==> src/rtl/regchain_pkg.sv <==
package regchain_pkg;
  localparam int ADDR_W = 10;
  localparam int DATA_W = 32;

  typedef enum logic [1:0] {
    M_IDLE    = 2'd0,
    M_ACCESS  = 2'd1,
    M_RELEASE = 2'd2
  } mst_state_e;

  // storage width of node i: 32, 16, 8 repeating
  function automatic int node_width(input int i);
    case (i % 3)
      0:       return 32;
      1:       return 16;
      default: return 8;
    endcase
  endfunction
endpackage

==> src/rtl/regchain_master.sv <==
module regchain_master
  import regchain_pkg::*;
#(
  parameter int TIMEOUT = 32
) (
  input  logic              clk,
  input  logic              rst_n,
  input  logic              req_valid,
  input  logic              req_write,
  input  logic [ADDR_W-1:0] req_addr,
  input  logic [DATA_W-1:0] req_wdata,
  output logic              req_ready,
  output logic              resp_done,
  output logic              resp_timeout,
  output logic [DATA_W-1:0] resp_rdata,
  output logic [ADDR_W-1:0] bus_addr,
  output logic [DATA_W-1:0] bus_wdata,
  output logic              bus_rd,
  output logic              bus_wr,
  input  logic              bus_ack,
  input  logic [DATA_W-1:0] bus_rdata
);
  localparam int CNT_W = $clog2(TIMEOUT);
  localparam logic [CNT_W-1:0] LAST = CNT_W'(TIMEOUT - 1);

  mst_state_e        state_q, state_n;
  logic [CNT_W-1:0]  cnt_q, cnt_n;
  logic              rd_q, rd_n, wr_q, wr_n;
  logic              done_q, done_n, tout_q, tout_n;
  logic [DATA_W-1:0] rdata_q, rdata_n;
  logic [ADDR_W-1:0] addr_q;
  logic [DATA_W-1:0] wdata_q;
  logic              lat_en, rdata_en;

  assign lat_en = (state_q == M_IDLE) && req_valid;

  always_comb begin
    state_n  = state_q;
    cnt_n    = cnt_q;
    rd_n     = rd_q;
    wr_n     = wr_q;
    done_n   = 1'b0;
    tout_n   = 1'b0;
    rdata_n  = rdata_q;
    rdata_en = 1'b0;
    case (state_q)
      M_IDLE: begin
        if (req_valid) begin
          rd_n    = !req_write;
          wr_n    = req_write;
          cnt_n   = '0;
          state_n = M_ACCESS;
        end
      end
      M_ACCESS: begin
        if (bus_ack) begin
          rd_n     = 1'b0;
          wr_n     = 1'b0;
          done_n   = 1'b1;
          rdata_n  = bus_rdata;
          rdata_en = 1'b1;
          state_n  = M_RELEASE;
        end else if (cnt_q == LAST) begin
          rd_n     = 1'b0;
          wr_n     = 1'b0;
          done_n   = 1'b1;
          tout_n   = 1'b1;
          rdata_n  = '0;
          rdata_en = 1'b1;
          state_n  = M_RELEASE;
        end else begin
          cnt_n = cnt_q + 1'b1;
        end
      end
      default: begin
        if (!bus_ack) state_n = M_IDLE;
      end
    endcase
  end

  always_ff @(posedge clk or negedge rst_n) begin
    if (!rst_n) begin
      state_q <= M_IDLE;
      cnt_q   <= '0;
      rd_q    <= 1'b0;
      wr_q    <= 1'b0;
      done_q  <= 1'b0;
      tout_q  <= 1'b0;
    end else begin
      state_q <= state_n;
      cnt_q   <= cnt_n;
      rd_q    <= rd_n;
      wr_q    <= wr_n;
      done_q  <= done_n;
      tout_q  <= tout_n;
    end
  end

  always_ff @(posedge clk or negedge rst_n) begin
    if (!rst_n) begin
      addr_q  <= '0;
      wdata_q <= '0;
      rdata_q <= '0;
    end else begin
      if (lat_en) begin
        addr_q  <= req_addr;
        wdata_q <= req_wdata;
      end
      if (rdata_en) rdata_q <= rdata_n;
    end
  end

  assign req_ready    = (state_q == M_IDLE);
  assign resp_done    = done_q;
  assign resp_timeout = tout_q;
  assign resp_rdata   = rdata_q;
  assign bus_addr     = addr_q;
  assign bus_wdata    = wdata_q;
  assign bus_rd       = rd_q;
  assign bus_wr       = wr_q;
endmodule

==> src/rtl/regchain_node.sv <==
module regchain_node
  import regchain_pkg::*;
#(
  parameter int BASE  = 64,
  parameter int REGS  = 4,
  parameter int REG_W = 32
) (
  input  logic                   clk,
  input  logic                   rst_n,
  input  logic [ADDR_W-1:0]      bus_addr,
  input  logic [DATA_W-1:0]      bus_wdata,
  input  logic                   bus_rd,
  input  logic                   bus_wr,
  input  logic                   ack_in,
  input  logic [DATA_W-1:0]      rdata_in,
  output logic                   ack_out,
  output logic [DATA_W-1:0]      rdata_out,
  output logic [REGS*DATA_W-1:0] regs_out
);
  localparam int IDX_W = (REGS > 1) ? $clog2(REGS) : 1;
  localparam logic [ADDR_W-1:0] LO   = ADDR_W'(BASE);
  localparam logic [ADDR_W-1:0] NREG = ADDR_W'(REGS);
  localparam logic [DATA_W-1:0] MASK = (REG_W >= DATA_W) ? '1 : DATA_W'((64'd1 << REG_W) - 64'd1);

  logic [ADDR_W-1:0] off;
  logic              hit, stb, first, ack_q;
  logic [IDX_W-1:0]  idx;
  logic [DATA_W-1:0] rd_q, rd_n;
  logic [DATA_W-1:0] mem [REGS];

  assign off   = bus_addr - LO;
  assign hit   = (bus_addr >= LO) && (off < NREG);
  assign idx   = IDX_W'(off);
  assign stb   = bus_rd || bus_wr;
  assign first = stb && hit && !ack_q;

  always_comb begin
    rd_n = mem[idx];
  end

  always_ff @(posedge clk or negedge rst_n) begin
    if (!rst_n) begin
      ack_q <= 1'b0;
      rd_q  <= '0;
    end else begin
      ack_q <= stb && hit;
      if (first) rd_q <= rd_n;
    end
  end

  for (genvar k = 0; k < REGS; k++) begin : g_reg
    logic wen;
    assign wen = first && bus_wr && (idx == IDX_W'(k));
    always_ff @(posedge clk or negedge rst_n) begin
      if (!rst_n)   mem[k] <= '0;
      else if (wen) mem[k] <= bus_wdata & MASK;
    end
    assign regs_out[k*DATA_W +: DATA_W] = mem[k];
  end

  // distributed read selector stage
  assign ack_out   = ack_in || ack_q;
  assign rdata_out = ack_q ? rd_q : rdata_in;
endmodule

==> src/rtl/regchain_bus.sv <==
module regchain_bus
  import regchain_pkg::*;
#(
  parameter int NODES     = 3,
  parameter int REGS      = 4,
  parameter int BASE_ADDR = 64,
  parameter int TIMEOUT   = 32
) (
  input  logic                         clk,
  input  logic                         rst_n,
  input  logic                         req_valid,
  input  logic                         req_write,
  input  logic [ADDR_W-1:0]            req_addr,
  input  logic [DATA_W-1:0]            req_wdata,
  output logic                         req_ready,
  output logic                         resp_done,
  output logic                         resp_timeout,
  output logic [DATA_W-1:0]            resp_rdata,
  output logic [NODES*REGS*DATA_W-1:0] reg_q
);
  logic              rst_m, rst_s;
  logic [ADDR_W-1:0] bus_addr;
  logic [DATA_W-1:0] bus_wdata;
  logic              bus_rd, bus_wr;
  logic              ack_c  [NODES+1];
  logic [DATA_W-1:0] data_c [NODES+1];

  always_ff @(posedge clk or negedge rst_n) begin
    if (!rst_n) begin
      rst_m <= 1'b0;
      rst_s <= 1'b0;
    end else begin
      rst_m <= 1'b1;
      rst_s <= rst_m;
    end
  end

  regchain_master #(.TIMEOUT(TIMEOUT)) u_master (
    .clk(clk), .rst_n(rst_s),
    .req_valid(req_valid), .req_write(req_write),
    .req_addr(req_addr), .req_wdata(req_wdata),
    .req_ready(req_ready), .resp_done(resp_done),
    .resp_timeout(resp_timeout), .resp_rdata(resp_rdata),
    .bus_addr(bus_addr), .bus_wdata(bus_wdata),
    .bus_rd(bus_rd), .bus_wr(bus_wr),
    .bus_ack(ack_c[NODES]), .bus_rdata(data_c[NODES])
  );

  assign ack_c[0]  = 1'b0;
  assign data_c[0] = '0;

  for (genvar i = 0; i < NODES; i++) begin : g_node
    regchain_node #(
      .BASE(BASE_ADDR + i*REGS), .REGS(REGS), .REG_W(node_width(i))
    ) u_node (
      .clk(clk), .rst_n(rst_s),
      .bus_addr(bus_addr), .bus_wdata(bus_wdata),
      .bus_rd(bus_rd), .bus_wr(bus_wr),
      .ack_in(ack_c[i]), .rdata_in(data_c[i]),
      .ack_out(ack_c[i+1]), .rdata_out(data_c[i+1]),
      .regs_out(reg_q[i*REGS*DATA_W +: REGS*DATA_W])
    );
  end
endmodule

==> config.mk <==
export PLATFORM = sky130hd
export DESIGN_NAME = regchain_bus
export DESIGN_NICKNAME = d
export VERILOG_FILES = /design/src/rtl/regchain_pkg.sv /design/src/rtl/regchain_master.sv /design/src/rtl/regchain_node.sv /design/src/rtl/regchain_bus.sv
export SDC_FILE = /design/constraint.sdc
export NUM_CORES = 1
export LEC_CHECK = 0
export ABC_AREA = 1
export BUFFER_PORTS_ARGS = -buffer_cell sky130_fd_sc_hd__buf_4
export CAP_MARGIN = 10
export CORE_UTILIZATION = 45
export CTS_CLUSTER_DIAMETER = 150
export DETAILED_ROUTE_END_ITERATION = 8
export MAX_ROUTING_LAYER = met4
export PLACE_DENSITY = 0.72
export SYNTH_ARGS = -nofsm -noshare
export SYNTH_HDL_FRONTEND = slang
export SYNTH_SLANG_ARGS = --single-unit
==> constraint.sdc <==
create_clock -name clk -period 10.1 [get_ports clk]
set_clock_uncertainty 0.1 [all_clocks]
set_input_delay 1.515 -clock clk [delete_from_list [all_inputs] [get_ports clk]]
set_output_delay 1.515 -clock clk [all_outputs]
set_load 0.02 [all_outputs]
# Word-level counts from Yosys, hierarchy flattened
# Cells that the tools add are included.
[op_classes]
n_bitwise = 3
reduce_logical = 42
mux = 34
n_lt_le_gt_ge = 9
add_sub_neg = 4
eq_ne = 16
[op_table]
columns = ["operator", "count"]
rows = [
  ["two-way mux 32 bit", 11],
  ["binary-select mux 32 bit (select 2 bit)", 3],
  ["greater-or-equal comparator 10 x 7 -> 1 bit (second input constant)", 3],
  ["< comparator 10 x 3 -> 1 bit (second input constant)", 3],
  ["subtractor 10 x 7 -> 10 bit (second input constant)", 3],
  ["logical AND 1 bit", 25],
  ["two-way mux 5 bit", 3],
  ["equality test 2 bit (second input constant)", 6],
  ["case mux 5 bit (2 select lines)", 1],
  ["greater-or-equal comparator 3 bit (second input constant)", 3],
  ["two-way mux 1 bit", 9],
  ["NOT 2 -> 3 bit", 3],
  ["AND reduction 3 bit", 3],
  ["equality test 2 x 1 -> 1 bit (second input constant)", 4],
  ["logical NOT 2 bit", 4],
  ["two-way mux 2 bit", 4],
  ["inequality test 2 bit (second input constant)", 3],
  ["adder 5 x 1 -> 5 bit (second input constant)", 1],
  ["equality test 5 bit (second input constant)", 1],
  ["logical NOT 1 bit", 4],
  ["case mux 1 bit (2 select lines)", 2],
  ["case mux 2 bit (2 select lines)", 1],
  ["AND reduction 4 bit", 1],
  ["nonzero test 2 bit", 2],
  ["3 further kinds", 5],
]
[totals]
regBits = 410
out_inout_bits = 419

# Logic depth before layout (Yosys ltp)
# Gate-level depths: netlist of run 1.
[depth]
ltp_word = 7
ltp_mapped = 12
ltp_nobuf = 11

# Modules after synthesis
# From an unflattened synthesis of run 1, not the netlist that was laid out.
[unflattened]
cells_unflattened = 2369
area_unflattened_um2 = 18541.5
[by_module_without_submodules]
columns = ["mod", "instances", "seq_area_each_um2", "cells_per_inst", "area_per_inst_um2"]
rows = [
  ["regchain_node at g_node[0].u_node", 1, 4028.9, 973, 7626.1],
  ["regchain_node at g_node[1].u_node", 1, 2026.9, 594, 4510.6],
  ["regchain_master", 1, 2127.0, 383, 3367.0],
  ["regchain_node at g_node[2].u_node", 1, 1026.0, 415, 2980.4],
  ["regchain_bus", 1, 50.0, 4, 57.6],
]

# Worst setup path before layout of run 1
# No wires, ideal clock.
[synth_path]
path_type = "input to register"
start = "in req_valid"
end = "reg u_master.addr_q[4], in the netlist u_master.bus_addr[4]"
stages = 5
setup_ns = 0.133
t_required_ns = 9.867
setup_slack_ns = 7.612
t_arrival_ns = 2.255
cell_sequence = "nand2_1 > inv_1 > buf_2 > clkbuf_1 > o21ai_0"
[synth_via]
elab_chain_cells = 1
[synth_lines]
columns = ["item", "line_no", "rtl"]
rows = [
  ["from (decl)", "regchain_bus.sv:11", "input logic req_valid,"],
  ["logical AND 1 bit", "regchain_master.sv:35", "assign lat_en = (state_q == M_IDLE) && req_valid;"],
  ["to (signal assigned)", "regchain_master.sv:106", "addr_q <= req_addr;"],
  ["to (decl)", "regchain_master.sv:31", "logic [ADDR_W-1:0] addr_q;"],
]
# No other way between the ends.
# A chain may end at the register's enable or synchronous reset.

# Worst setup path in the final report of run 1
[layout_path]
start = "reg u_master.wr_q, in the netlist u_master.bus_wr"
end = "reg g_node[0].u_node.rd_q[4]"
[layout_via]
elab_chain_cells = 3
[layout_lines]
columns = ["item", "line_no", "rtl"]
rows = [
  ["from (decl)", "regchain_master.sv:28", "logic rd_q, rd_n, wr_q, wr_n;"],
  ["from (signal assigned)", "regchain_master.sv:93", "wr_q <= wr_n;"],
  ["logical OR 1 bit", "regchain_node.sv:34", "assign stb = bus_rd || bus_wr;"],
  ["logical AND 1 bit (2 in a row)", "regchain_node.sv:35", "assign first = stb && hit && !ack_q;"],
  ["to (signal assigned)", "regchain_node.sv:47", "if (first) rd_q <= rd_n;"],
  ["to (decl)", "regchain_node.sv:28", "logic [DATA_W-1:0] rd_q, rd_n;"],
]
# No other way between the ends.

==> results of run 1 <==
## stage by stage
step / hold slack [ns] / instances
global route: 0.2769 / 2698
detailed placement: 0.2397 / 2629
global placement: 0.2387 / 2629
CTS: 0.2520 / 2697
finish: 0.2529 / 2698
floorplan: 0.2311 / 2073
## sequential cells by signal, indices dropped and copies added (netlist names)
name / cells
u_master.resp_done: 1
u_master.cnt_q: 5
u_master.bus_wdata: 32
u_master.bus_addr: 10
rst_m: 1
u_master.bus_rd: 1
u_master.resp_rdata: 32
g_node.u_node.regs_out: 224
g_node.u_node.rd_q: 56
u_master.resp_timeout: 1
rst_s: 1
g_node.u_node.ack_q: 3
u_master.state_q: 2
u_master.bus_wr: 1
## Yosys cell counts, types with 2 or more instances
library cell,count
buf_6,7
nor3_1,3
buf_2,57
inv_2,2
ha_1,4
buf_1,2
nor2_8,3
nand2_4,4
o21ai_1,153
inv_1,136
a22oi_1,48
nand4_4,4
nand3_1,110
o22ai_1,32
nor2_1,14
a21oi_1,4
buf_4,161
nand2_1,552
a22o_1,2
dfrtp_1,370
clkbuf_1,39
o21bai_1,64
o21ai_0,120
a221oi_1,8
conb_1,2
## report_power, final
part           leakage, nW  internal [mW]  switching, mW
combinational         4.90          0.342          0.952
clock                0.630          0.838          0.587
sequential            4.69           1.70          0.208
## cells by family after synthesis
family | count (synthesis)
multiplexers | 1
buffers and inverters | 405
AO/OA/AOI/OAI | 433
adder cells (fa/ha/maj) | 4
flip-flops | 370
AND/OR/NAND/NOR | 699
other | 2
## worst min-delay path by stage
stage / startpoint / end / slack [ns] / depth (start not counted)
2_1_floorplan: rst_m$_DFF_PN0_ / rst_s$_DFF_PN0_ / 0.23 / 0
3_3_place_gp: rst_m$_DFF_PN0_ / rst_s$_DFF_PN0_ / 0.24 / 0
3_5_place_dp: rst_m$_DFF_PN0_ / rst_s$_DFF_PN0_ / 0.24 / 0
4_1_cts: rst_m$_DFF_PN0_ / rst_s$_DFF_PN0_ / 0.25 / 0
5_1_grt: rst_m$_DFF_PN0_ / rst_s$_DFF_PN0_ / 0.28 / 0
6_report: rst_m$_DFF_PN0_ / rst_s$_DFF_PN0_ / 0.25 / 0
## layer usage
layer  track usage, %  vias up  part of all wire (%)
li1                 -     6439                     -
met1            36.37     6813                    42
met2            39.75      693                    46
met3            6.810       89                   9.0
met4            10.16        0                   3.6
met5                -        -                     0
## final cells by class
cell class	instances	area [um^2]	area share, %
antenna	1	2.502	0.01236
clock buffer	55	1137	5.616
clock inverter	13	136.4	0.6734
inverter	139	521.8	2.576
multi-input combinational	1298	6175	30.49
sequential	370	9263	45.73
tap	504	630.6	3.114
timing repair buffer	318	2387	11.79
==> impl_metrics.tcl, run 1 <==
set metrics [dict create \
    cpMaxStageDelayCell "clkinv_1" \
    final_common_cell "nand2_1" \
    worstSkewPairLatency_ns 0.54 \
    antenna_found_initial 1 \
    drive_gt1_share_pct 18.56 \
    synth_compound_area_share_pct 14.82 \
    htreeDepth 2 \
    ctsResizeCount 0 \
    cts_made_buffers 39 \
    grtUsageTotal_pct 27.14 \
    final_cell_mix "nand2_1, dfrtp_1, buf_4" \
    fmax_ghz 0.3189 \
    area.growth.synth_to_final_pct 18.58 \
    critPathMaxStageDelay_ns 0.98 \
    detailed_place_hpwl_um 35260 \
    crit_required_ns 10.41 \
    nets 2216 \
    max_cap_violations 0 \
    synth_cell_types 38 \
    fin_crit_sh_pct 31.05 \
    setup_viol 0 \
    postPlaceCellArea_um2 18980 \
    total_power_mw 4.625 \
    yosysTopAreaCellShare_pct 54.21 \
    grt_pass1_vias 13120 \
    cts_tree "yes" \
    coreArea_um2 36960 \
    die_area_um2 38740 \
    cts_setup_buffers 0 \
    syn-instance-count 1914 \
    portBuffers 304 \
    drt_iter0_markers 1166 \
    ant_nets 0 \
    io_pins 465 \
    worstSetupStartpoint "u_master.bus_wr$_DFFE_PN0P_" \
    synth_top_family_by_area "simple AND/OR/NAND/NOR gates" \
    cp_num_buf_inv 1 \
    final_area_um2 20250 \
    cp_max_fo 34 \
    first_pass_iters 7 \
    crit_family "buffers and inverters" \
    synth_area_leaders "dfrtp_1, nand2_1, buf_4, o21ai_1, o21ai_0" \
    gp_congestion 0.8923 \
    cts_root_buffer "clkbuf_16" \
    rsz0062_at_grt "false" \
    fin_util_pct 54.80 \
    synth.area.mux_share_pct 0.06593 \
    worst_pin_slew_ns 1.151 \
    slew_viol_final 0 \
    synth-edff-count 0 \
    r2r_slack_ns 6.96 \
    routed_wl_um 51700 \
    path_clk_slew_ns 0.06 \
    worst_setup_path_end_kind "flip-flop" \
    hp-class "flip-flop to flip-flop" \
    cp-endpoint "g_node[0].u_node.rd_q[4]$_DFFE_PN0P_" \
    netlist_area_um2 17080 \
    wl_per_cell_um 19.16 \
    status "finished, final reports clean" \
    vias_per_cell 5.202 \
    hold_viol 0 \
    rr_endpoint "g_node[0].u_node.rd_q[4]$_DFFE_PN0P_" \
    synth_top_area_cell "dfrtp_1" \
    die_h_um 196.8 \
    period_needed_ns 3.136 \
    rows 70 \
    fin_setup_tns_ns 0 \
    grt_max_degree 84 \
    ys.flop_type "dfrtp_1" \
    slew-limit-headroom_pct 23.20 \
    drc 0 \
    clockBufferDepth 3 \
    dieWidth_um 196.8 \
    place_ws_ns 6.949 \
    yosysSeqAreaShare_pct 54.21 \
    rr_startpoint "u_master.bus_wr$_DFFE_PN0P_" \
    crit_chain "o21ai_1 -> nor3_4 -> nand2_2 -> clkinv_1 -> o21ai_0" \
    synthAdderAreaFrac_pct 0.2930 \
    fillers 3336 \
    p_leak_nw 10.22 \
    worstSetupPathType "flip-flop to flip-flop" \
    grt_pass1_wl_um 78350 \
    synth-simple-area-share_pct 17.41 \
    p_per_area_nw_per_um2 228.3 \
    worst-path-stages 5 \
    initial_core_util_pct 46.21 \
    ys_ff_latch 370 \
    synth-async-reset-ratio_pct 100.0 \
    start_kind "flip-flop" \
    overflow 0 \
    synth-xor-area-share_pct 0 \
    reg2regPathDepth 5 \
    ir_drop_mv 0.1885 \
    cts_hold_buf 0 \
    cts_sinks 370 \
    arrival_ns 3.45 \
    ys_warn_count 0 \
    worst_slack_ns 6.964 \
    vias 14030 \
    avgSynthCellArea_um2 8.924 \
]
Power figures use the tool's default switching activity.
==> inputs of run 2 (changes only) <==
Clock period 10.1 ns to 2.8 ns, I/O delays scaled along.
==> run 2 against run 1 <==
Net effect:
- sequential power grew to 3.6 times the previous value
- core utilization rose by 1.2 points
- sequential cell count did not move
- hold slack worse by 0.24 ns
- final cell count is 1.6% higher
- register-to-register slack got worse by 6.7 ns
- global-route usage rose by 0.62 points
- non-clock buffer count increased by 42
- die area stayed put
- critical path depth is the same
==> impl_metrics.tcl, run 2 (synthesis results as in run 1) <==
set metrics [dict create \
    hold_viol 0 \
    crit_required_ns 3.12 \
    rows 70 \
    rsz0062_at_grt "false" \
    grt_pass1_wl_um 80360 \
    setup_viol 0 \
    nets 2259 \
    arrival_ns 2.83 \
    worst_setup_path_end_kind "flip-flop" \
    worstSkewPairLatency_ns 0.54 \
    final_cells 2740 \
    slew_viol_final 0 \
    drt_iter0_markers 1132 \
    fin_crit_sh_pct 89.67 \
    place_ws_ns 0.2874 \
    fillers 3320 \
    cts_root_buffer "clkbuf_16" \
    cts_setup_buffers 0 \
    grt_max_degree 84 \
    vias 14210 \
    fmax_ghz 0.3983 \
    postPlaceCellArea_um2 19200 \
    cts_made_buffers 40 \
    dp.cells 2646 \
    p_per_area_nw_per_um2 808.8 \
    worstSetupPathType "flip-flop to flip-flop" \
    drc 0 \
    cp_max_fo 34 \
    coreArea_um2 36960 \
    worst_slack_ns 0.2893 \
    wl_per_cell_um 19.14 \
    worst-path-stages 5 \
    overflow 0 \
    grt_pass1_vias 13610 \
    portBuffers 304 \
    final_area_um2 20690 \
    final_common_cell "nand2_1" \
    cpMaxStageDelayCell "clkinv_1" \
    antenna_found_initial 0 \
    cp_num_buf_inv 1 \
    p_leak_nw 10.42 \
    max_cap_violations 0 \
    diodes 0 \
    status "finished, final reports clean" \
    start_kind "flip-flop" \
    htreeDepth 2 \
    min_path_cells 3 \
    slew-limit-headroom_pct 33.58 \
    period_needed_ns 2.511 \
    clockBufferDepth 3 \
    crit_family "buffers and inverters" \
    final_cell_mix "nand2_1, dfrtp_1, buf_4" \
    worst_pin_slew_ns 0.9926 \
    cts_tree "yes" \
    crit_chain "o21ai_1 -> nor3_4 -> nand2_2 -> clkinv_1 -> o21ai_0" \
    ant_nets 0 \
    reg2regPathDepth 5 \
    drive_gt1_share_pct 18.69 \
    cts_sinks 370 \
    fin_util_pct 55.97 \
    ctsResizeCount 0 \
    cts_hold_buf 25 \
    dieWidth_um 196.8 \
    area.growth.synth_to_final_pct 21.11 \
    io_pins 465 \
    detailed_place_hpwl_um 36810 \
    routed_wl_um 52450 \
    die_h_um 196.8 \
    hp-class "input port to flip-flop" \
    grtUsageTotal_pct 27.76 \
    vias_per_cell 5.187 \
    path_clk_slew_ns 0.06 \
    holdWs_ns 0.009939 \
    ir_drop_mv 0.5792 \
    initial_core_util_pct 46.21 \
    largest_reg_flops 224 \
    gp_congestion 0.8810 \
    first_pass_iters 6 \
    die_area_um2 38740 \
    critPathMaxStageDelay_ns 0.83 \
    fin_setup_tns_ns 0 \
    total_power_mw 16.73 \
]
run 2: changes by cell type in the layout (fill, tap and decap cells not counted):
cell           before  now
clkinvlp_4          1    0
buf_12              0    8
clkbuf_1            7   14
clkinv_4            1    0
buf_4             318  327
bufinv_16           2    0
clkinv_2            7    3
dlygate4sd3_1       0   25
diode_2             1    0
clkbuf_8            8   10
run 2: area by class of cell:
class / instances / area [um^2] / area share (%)
clock buffers: 64 / 1191 / 5.758
flip-flops and latches: 370 / 9263 / 44.78
inverters: 139 / 521.8 / 2.522
clock inverters: 5 / 40.04 / 0.1936
repair buffers: 360 / 2865 / 13.85
well taps: 504 / 630.6 / 3.048
multi-input cells: 1298 / 6175 / 29.85
run 2: tightest hold or removal path, cell delays in order:
cell     delay [ns]
buf_4          0.09
nand2_1        0.04
o21ai_0        0.06
run 2: worst paths after layout:
check / from / end / slack, ns
min in group asynchronous: rst_n / rst_s$_DFF_PN0_ / 0.11
hold reg to reg: rst_s$_DFF_PN0_ / g_node[0].u_node.rd_q[15]$_DFFE_PN0P_ / 0.14
setup reg to reg: u_master.bus_rd$_DFFE_PN0P_ / g_node[0].u_node.rd_q[7]$_DFFE_PN0P_ / 0.29
hold / removal: req_wdata[18] / u_master.bus_wdata[18]$_DFFE_PN0P_ / 0.01
max in group asynchronous: rst_s$_DFF_PN0_ / g_node[1].u_node.regs_out[72]$_DFFE_PN0P_ / 1.57
setup / recovery: u_master.bus_rd$_DFFE_PN0P_ / g_node[0].u_node.rd_q[7]$_DFFE_PN0P_ / 0.29
run 2: metal layers:
layer,part of all wire (%),vias to the layer above,global-route usage (%)
met1,41,6861,37.03
met3,9.1,127,6.160
met2,45,684,41.21
li1,-,6541,-
met4,4.1,0,10.94
met5,0,-,-
run 2: power breakdown:
group | switching (mW) | internal, mW
clock network | 2.11 | 2.91
registers | 0.715 | 6.13
logic | 3.49 | 1.38
